`src/rtl/audio_tx_pkg.sv`:
```
package audio_tx_pkg;

    typedef enum logic [1:0] {
        ST_IDLE  = 2'd0,
        ST_RUN   = 2'd1,
        ST_FLUSH = 2'd2
    } tx_state_e;

    // register byte offsets
    localparam logic [5:0] OFS_IRQ_CTRL = 6'h00;
    localparam logic [5:0] OFS_IRQ_STAT = 6'h04;
    localparam logic [5:0] OFS_XFER     = 6'h08;
    localparam logic [5:0] OFS_FLUSH    = 6'h0C;
    localparam logic [5:0] OFS_DMA      = 6'h10;
    localparam logic [5:0] OFS_LEVEL    = 6'h14;
    localparam logic [5:0] OFS_DATA     = 6'h18;

    // field positions
    localparam int BIT_THR_EN  = 0;
    localparam int BIT_UND_EN  = 1;
    localparam int BIT_UND_CLR = 2;
    localparam int WM_LSB      = 4;
    localparam int BIT_DMA_EN  = 8;
    localparam int BIT_THR_ST  = 0;
    localparam int BIT_UND_ST  = 1;

endpackage

```
`src/rtl/tx_fifo_store.sv`:
```
module tx_fifo_store #(
    parameter int DW    = 32,
    parameter int DEPTH = 32,
    parameter int LW    = $clog2(DEPTH + 1)
) (
    input  logic          clk,
    input  logic          rst_n,
    input  logic          flush,
    input  logic          push,
    input  logic [DW-1:0] push_data,
    input  logic          pop,
    output logic [DW-1:0] pop_data,
    output logic [LW-1:0] level,
    output logic          full,
    output logic          empty
);
    localparam int PW = (DEPTH > 1) ? $clog2(DEPTH) : 1;

    logic [DW-1:0] mem [DEPTH];
    logic [PW-1:0] wr_ptr;
    logic [PW-1:0] rd_ptr;
    logic [LW-1:0] count;
    logic          do_push;
    logic          do_pop;

    function automatic logic [PW-1:0] ptr_next(input logic [PW-1:0] p);
        return (p == PW'(DEPTH - 1)) ? '0 : p + 1'b1;
    endfunction

    assign full    = (count == LW'(DEPTH));
    assign empty   = (count == '0);
    assign do_push = push && !full && !flush;
    assign do_pop  = pop && !empty && !flush;

    always_ff @(posedge clk) begin
        if (do_push) begin
            mem[wr_ptr] <= push_data;
        end
    end

    always_ff @(posedge clk) begin
        if (!rst_n || flush) begin
            wr_ptr <= '0;
            rd_ptr <= '0;
            count  <= '0;
        end else begin
            if (do_push) begin
                wr_ptr <= ptr_next(wr_ptr);
            end
            if (do_pop) begin
                rd_ptr <= ptr_next(rd_ptr);
            end
            unique case ({do_push, do_pop})
                2'b10:   count <= count + 1'b1;
                2'b01:   count <= count - 1'b1;
                default: count <= count;
            endcase
        end
    end

    assign pop_data = mem[rd_ptr];
    assign level    = count;

endmodule

```
`src/rtl/tx_ctl_fsm.sv`:
```
module tx_ctl_fsm
    import audio_tx_pkg::*;
(
    input  logic      clk,
    input  logic      rst_n,
    input  logic      run_req,
    input  logic      flush_req,
    output tx_state_e state,
    output logic      running,
    output logic      flushing
);
    tx_state_e state_nx;

    // state register
    always_ff @(posedge clk) begin
        if (!rst_n) begin
            state <= ST_IDLE;
        end else begin
            state <= state_nx;
        end
    end

    // next-state logic
    always_comb begin
        state_nx = state;
        unique case (state)
            ST_IDLE: begin
                if (flush_req)    state_nx = ST_FLUSH;
                else if (run_req) state_nx = ST_RUN;
            end
            ST_RUN: begin
                if (flush_req)     state_nx = ST_FLUSH;
                else if (!run_req) state_nx = ST_IDLE;
            end
            ST_FLUSH: begin
                if (flush_req)    state_nx = ST_FLUSH;
                else if (run_req) state_nx = ST_RUN;
                else              state_nx = ST_IDLE;
            end
            default: state_nx = ST_IDLE;
        endcase
    end

    // outputs
    always_comb begin
        running  = 1'b0;
        flushing = 1'b0;
        unique case (state)
            ST_IDLE:  ;
            ST_RUN:   running  = 1'b1;
            ST_FLUSH: flushing = 1'b1;
            default:  ;
        endcase
    end

endmodule

```
`src/rtl/tx_regs.sv`:
```
module tx_regs
    import audio_tx_pkg::*;
#(
    parameter int AW   = 6,
    parameter int DW   = 32,
    parameter int LW   = 6,
    parameter int WM_W = 5
) (
    input  logic            clk,
    input  logic            rst_n,
    input  logic            bus_wr,
    input  logic [AW-1:0]   bus_addr,
    input  logic [DW-1:0]   bus_wdata,
    output logic [DW-1:0]   bus_rdata,
    input  logic [LW-1:0]   level,
    input  logic            thr_st,
    input  logic            und_st,
    input  logic            flushing,
    output logic            push_req,
    output logic            flush_req,
    output logic            run_req,
    output logic            und_clr,
    output logic            thr_en,
    output logic            und_en,
    output logic [WM_W-1:0] wm,
    output logic            dma_en,
    output logic [WM_W-1:0] dma_lvl
);
    logic wr_ctrl;
    logic wr_xfer;
    logic wr_flush;
    logic wr_dma;
    logic xfer_en;

    assign wr_ctrl  = bus_wr && (bus_addr == AW'(OFS_IRQ_CTRL));
    assign wr_xfer  = bus_wr && (bus_addr == AW'(OFS_XFER));
    assign wr_flush = bus_wr && (bus_addr == AW'(OFS_FLUSH));
    assign wr_dma   = bus_wr && (bus_addr == AW'(OFS_DMA));
    assign push_req = bus_wr && (bus_addr == AW'(OFS_DATA));

    assign flush_req = wr_flush && bus_wdata[0];
    assign und_clr   = wr_ctrl && bus_wdata[BIT_UND_CLR];
    assign run_req   = wr_xfer ? bus_wdata[0] : xfer_en;

    always_ff @(posedge clk) begin
        if (!rst_n) begin
            thr_en  <= 1'b0;
            und_en  <= 1'b0;
            wm      <= '0;
            dma_en  <= 1'b0;
            dma_lvl <= '0;
            xfer_en <= 1'b0;
        end else begin
            if (wr_ctrl) begin
                thr_en <= bus_wdata[BIT_THR_EN];
                und_en <= bus_wdata[BIT_UND_EN];
                wm     <= bus_wdata[WM_LSB +: WM_W];
            end
            if (wr_dma) begin
                dma_en  <= bus_wdata[BIT_DMA_EN];
                dma_lvl <= bus_wdata[WM_W-1:0];
            end
            if (wr_xfer) begin
                xfer_en <= bus_wdata[0];
            end
        end
    end

    always_comb begin
        bus_rdata = '0;
        case (bus_addr)
            AW'(OFS_IRQ_CTRL): begin
                bus_rdata[BIT_THR_EN]        = thr_en;
                bus_rdata[BIT_UND_EN]        = und_en;
                bus_rdata[WM_LSB +: WM_W]    = wm;
            end
            AW'(OFS_IRQ_STAT): begin
                bus_rdata[BIT_THR_ST] = thr_st;
                bus_rdata[BIT_UND_ST] = und_st;
            end
            AW'(OFS_XFER):  bus_rdata[0] = xfer_en;
            AW'(OFS_FLUSH): bus_rdata[0] = flushing;
            AW'(OFS_DMA): begin
                bus_rdata[BIT_DMA_EN] = dma_en;
                bus_rdata[WM_W-1:0]   = dma_lvl;
            end
            AW'(OFS_LEVEL): bus_rdata[LW-1:0] = level;
            default: bus_rdata = '0;
        endcase
    end

endmodule

```
`src/rtl/tx_irq_gen.sv`:
```
module tx_irq_gen #(
    parameter int LW   = 6,
    parameter int WM_W = 5
) (
    input  logic            clk,
    input  logic            rst_n,
    input  logic [LW-1:0]   level,
    input  logic [WM_W-1:0] wm,
    input  logic            thr_en,
    input  logic            und_en,
    input  logic            und_evt,
    input  logic            und_clr,
    input  logic            dma_en,
    input  logic [WM_W-1:0] dma_lvl,
    output logic            thr_st,
    output logic            und_st,
    output logic            irq,
    output logic            dma_req
);
    assign thr_st = (level <= LW'(wm));

    // sticky underrun; a new event beats a clear in the same cycle
    always_ff @(posedge clk) begin
        if (!rst_n) begin
            und_st <= 1'b0;
        end else if (und_evt) begin
            und_st <= 1'b1;
        end else if (und_clr) begin
            und_st <= 1'b0;
        end
    end

    assign irq     = (thr_st && thr_en) || (und_st && und_en);
    assign dma_req = dma_en && (level <= LW'(dma_lvl));

endmodule

```
`src/rtl/audio_tx_fifo.sv`:
```
module audio_tx_fifo
    import audio_tx_pkg::*;
#(
    parameter int AW    = 6,
    parameter int DW    = 32,
    parameter int DEPTH = 32
) (
    input  logic          clk,
    input  logic          rst_n,
    input  logic          bus_wr,
    input  logic [AW-1:0] bus_addr,
    input  logic [DW-1:0] bus_wdata,
    output logic [DW-1:0] bus_rdata,
    input  logic          ser_pop,
    output logic          ser_ack,
    output logic [DW-1:0] ser_data,
    output logic          irq,
    output logic          dma_req
);
    localparam int LW   = $clog2(DEPTH + 1);
    localparam int WM_W = $clog2(DEPTH);

    tx_state_e       state;
    logic            running;
    logic            flushing;
    logic            push_req;
    logic            flush_req;
    logic            run_req;
    logic            und_clr;
    logic            und_evt;
    logic            thr_en;
    logic            und_en;
    logic            dma_en;
    logic [WM_W-1:0] wm;
    logic [WM_W-1:0] dma_lvl;
    logic [LW-1:0]   level_w;
    logic            full_w;
    logic            empty_w;
    logic            thr_st;
    logic            und_st;
    logic            pop_go;

    assign pop_go  = ser_pop && running;
    assign ser_ack = pop_go && !empty_w;
    assign und_evt = pop_go && empty_w;

    tx_ctl_fsm u_fsm (
        .clk       (clk),
        .rst_n     (rst_n),
        .run_req   (run_req),
        .flush_req (flush_req),
        .state     (state),
        .running   (running),
        .flushing  (flushing)
    );

    tx_regs #(.AW(AW), .DW(DW), .LW(LW), .WM_W(WM_W)) u_regs (
        .clk       (clk),
        .rst_n     (rst_n),
        .bus_wr    (bus_wr),
        .bus_addr  (bus_addr),
        .bus_wdata (bus_wdata),
        .bus_rdata (bus_rdata),
        .level     (level_w),
        .thr_st    (thr_st),
        .und_st    (und_st),
        .flushing  (flushing),
        .push_req  (push_req),
        .flush_req (flush_req),
        .run_req   (run_req),
        .und_clr   (und_clr),
        .thr_en    (thr_en),
        .und_en    (und_en),
        .wm        (wm),
        .dma_en    (dma_en),
        .dma_lvl   (dma_lvl)
    );

    tx_fifo_store #(.DW(DW), .DEPTH(DEPTH), .LW(LW)) u_store (
        .clk       (clk),
        .rst_n     (rst_n),
        .flush     (flushing),
        .push      (push_req),
        .push_data (bus_wdata),
        .pop       (pop_go),
        .pop_data  (ser_data),
        .level     (level_w),
        .full      (full_w),
        .empty     (empty_w)
    );

    tx_irq_gen #(.LW(LW), .WM_W(WM_W)) u_irq (
        .clk     (clk),
        .rst_n   (rst_n),
        .level   (level_w),
        .wm      (wm),
        .thr_en  (thr_en),
        .und_en  (und_en),
        .und_evt (und_evt),
        .und_clr (und_clr),
        .dma_en  (dma_en),
        .dma_lvl (dma_lvl),
        .thr_st  (thr_st),
        .und_st  (und_st),
        .irq     (irq),
        .dma_req (dma_req)
    );

endmodule

```
`config.mk`:
```
export PLATFORM = sky130hd
export DESIGN_NAME = audio_tx_fifo
export DESIGN_NICKNAME = d
export VERILOG_FILES = /design/src/rtl/audio_tx_pkg.sv /design/src/rtl/tx_fifo_store.sv /design/src/rtl/tx_ctl_fsm.sv /design/src/rtl/tx_regs.sv /design/src/rtl/tx_irq_gen.sv /design/src/rtl/audio_tx_fifo.sv
export SDC_FILE = /design/constraint.sdc
export NUM_CORES = 1
export LEC_CHECK = 0
export ABC_AREA = 1
export BUFFER_PORTS_ARGS = -buffer_cell sky130_fd_sc_hd__clkbuf_2
export CORE_ASPECT_RATIO = 2
export CORE_MARGIN = 5
export CORE_UTILIZATION = 45
export CTS_CLUSTER_DIAMETER = 30
export DETAILED_ROUTE_END_ITERATION = 8
export GPL_TIMING_DRIVEN = 0
export SYNTH_ARGS = -nofsm -noshare
export SYNTH_HDL_FRONTEND = slang
export SYNTH_HIERARCHICAL = 1
export SYNTH_SLANG_ARGS = --single-unit
```
`constraint.sdc`:
```
create_clock -name clk -period 4 [get_ports clk]
set_input_delay 0.8 -clock clk [delete_from_list [all_inputs] [get_ports clk]]
set_output_delay 0.8 -clock clk [all_outputs]
set_load 0.005 [all_outputs]
```
==> run_results.csv <==
group,metric,value,unit
detailed_routing,wl_per_cell,28.2,um
detailed_routing,firstDrtPassIters,6,
synthesis,synth_area,44000,um2
pwr,clock_power_share,0.475,
grt,grt_start_max_net_pins,34,
detailed_routing,vias,31300,
clock_tree,cts_buffers,115,
pwr,seqPwrFrac,0.513,
min_path,worstHoldPathType,"in -> reg",
sta,setup_ws,-0.0134,ns
sta,fin_worst_skew,0.0293,ns
final_layout,fin_cells,5392,
die,fp-row-count,162,
synthesis,avgSynthCellArea,11.6,um2
grt,grt_use_met1,0.298,
final_layout,drive_above_1_share,0.148,
detailed_routing,ant_nets,0,
grt,antenna_found_initial,2,
placed_design,port_buffers,85,
setup_path,crit_type,"reg -> out",
placed_design,place_congestion,0.909,
detailed_routing,route.detailed.drc,0,
setup_path,path_common_cell,"nand2_1",
die,die-area,105000,um2
setup_path,crit_family,"buffers and inverters",
setup_path,start_kind,"flop",
clock_tree,cts.reportedPaths.clkPinSlew,0.06,ns
grt,met2_usage,0.520,
run_status,outcome,"complete, but fails checks",
sta,hold_violations,0,
grt,grt.busiest_layer,"met2",
placed_design,dp_cells,5171,
sta,clock.fmax,0.249,GHz
grt,met3_usage,0.0445,
pwr,leakage,18.7,nW
sta,setup-tns-final,-0.0160,ns
setup_path,end_kind,"primary output",
sta,tightestPinTransition,1.15,ns
setup_path,crit_fanout,10,
clock_tree,clockBufferDepth,3,
clock_tree,post_cts_buffers,0,
final_layout,syn_to_final_growth,16.5,%
pwr,ir_worst_vdd,0.000376,V
sta,fin_crit_sh,1.00,
run_status,violations,"setup timing",
final_layout,layout.nets,4120,
die,start_util,0.452,
synthesis,yosys_warnings,6,
clock_tree,clock_sinks,1062,
die,die_h,452,um
detailed_routing,totalWireLength,152000,um
pwr,power_density,463,nW/um2
sta,rsz0062_at_grt,"no",
clock_tree,cts_hold_buf,0,
job,cap_violations,0,
setup_path,crit_chain,"buf_2, clkbuf_1, nand3_1, nand2_1, nand2_1, nand2_1, nor2_1, a21oi_2, clkbuf_2",
sta,period_needed,4.01,ns
grt,grt_remaining_overflow,0,
pwr,internal_power,0.0189,W
clock_tree,clk_latency,0.72,ns
sta,maxSlewHeadroom,0.236,
setup_path,path_buf_inv,3,
pwr,p_switching,0.00487,W
setup_path,crit_slowest_cell,"clkbuf_1",
pwr,netSwitchingFraction,0.205,
die,die_x,231,um
synthesis,syn_inst,3795,
die,boundaryPins,109,
setup_path,worstPathRequired,3.20,ns
clock_tree,htreeDepth,3,
sta,finalSetupViolCount,2,
sta,slew_viol_final,0,
final_layout,n_fill_cell,8370,
clock_tree,cts_tree,"built",
detailed_routing,drt-vias-per-instance,5.80,
placed_design,place.detailed.hpwl,103000,um
pwr,pwr-share-comb,0.012,
grt,grt_pass1_vias,30700,
grt,grt_usage,0.283,
setup_path,slowest_delay,0.73,ns
grt,grt_pass1_wl,210000,um
setup_path,cp.arrival,3.21,ns
detailed_routing,drtIter0Drc,3237,
clock_tree,cts-root-buf,"clkbuf_16",
die,core-area,97300,um2
[repair_timing]
action | in CTS | in global routing
gates resized for setup | 3 | 6
pin swaps | 0 | 0
setup endpoints to repair | 14 | 4
[tightest hold or removal path, delay by kind of cell]
kind,cells,cell delay (ns)
AND/OR/NAND/NOR,3,0.21
buffers and inverters,1,0.11
[metal layers]
metal	up-vias	share of wire	wire length, um
met5	-	0.000085	13
met3	545	0.074	11300
met2	1729	0.53	80300
met1	15300	0.32	49200
met4	2	0.075	11400
li1	13800	-	-
[power by group through the flow]
stage	Sequential [W]	Combinational, W	Clock (W)
finish	0.0122	0.000286	0.0113
global route	0.0122	0.000310	0.0118
detailed placement	0.0124	0.000286	0
CTS	0.0122	0.000287	0.0114
floorplan	0.0124	0.0000623	0
global placement	0.0124	0.000277	0
[state kept, by name, indices dropped and copies added, names as in the netlist, 2 cells and up, named ones only]
register and flops:
u_store/level 6, u_fsm/state 2, u_store/rd_ptr 5, u_regs/wm 5, u_regs/dma_lvl 5, u_store/mem 1024
u_store/wr_ptr 5
[cells in the final DEF (no fill, tap or decap), drive strengths merged, types with 2 or more instances in the layout]
cell type and instances:
nand2 1299, edfxtp 1024, nand3 668, buf 255, clkbuf 239, a21oi 203, nor2 142, inv 105
dfxtp 38, clkinv 36, o31ai 32, conb 23, ha 20, bufinv 19, clkinvlp 18, o21ai 15
nand4 7, nor3 4, xnor2 3, diode 2, nor4 2
[path summary, 6_finish.rpt]
path	start	to	slack (ns)	cells past startpoint
max	flop	ser_data[22]	-0.01	9
min	bus_wr	u_regs/xfer_en$_SDFF_PN0_	0.44	4
max reg2reg	u_store/level[4]$_SDFFE_PP0P_	u_store/mem[17][9]$_DFFE_PP_	0.61	7
min reg2reg	u_regs/thr_en$_SDFFE_PN0P_	u_regs/thr_en$_SDFFE_PN0P_	0.50	2
[layout make-up]
class                   instances  area, um2  area share
plain buffers                 248       1520      0.0297
multi-input cells            2426      11000       0.215
well taps                    1230       1540      0.0300
flip-flops and latches       1062      31500       0.615
diodes                          2       5.00   0.0000976
clock inverters                97       1140      0.0222
repair buffers                124       1290      0.0251
clock buffers                 122       2950      0.0575
inverters                      81        309     0.00603
[through the flow]
step                      power (W)  worst slack [ns]  instance area, um2  hold WS, ns   util
after floorplan              0.0125             0.372               44100        0.469      -
after global placement       0.0127             -2.65               46100        0.489  0.473
after detailed placement     0.0127            -0.133               47200        0.497  0.485
after CTS                    0.0239           0.00160               51300        0.407  0.527
after global routing         0.0243            0.0188               51300        0.463  0.527
final                        0.0238           -0.0134               51300        0.439  0.527
(Power assumes the default switching activity.)
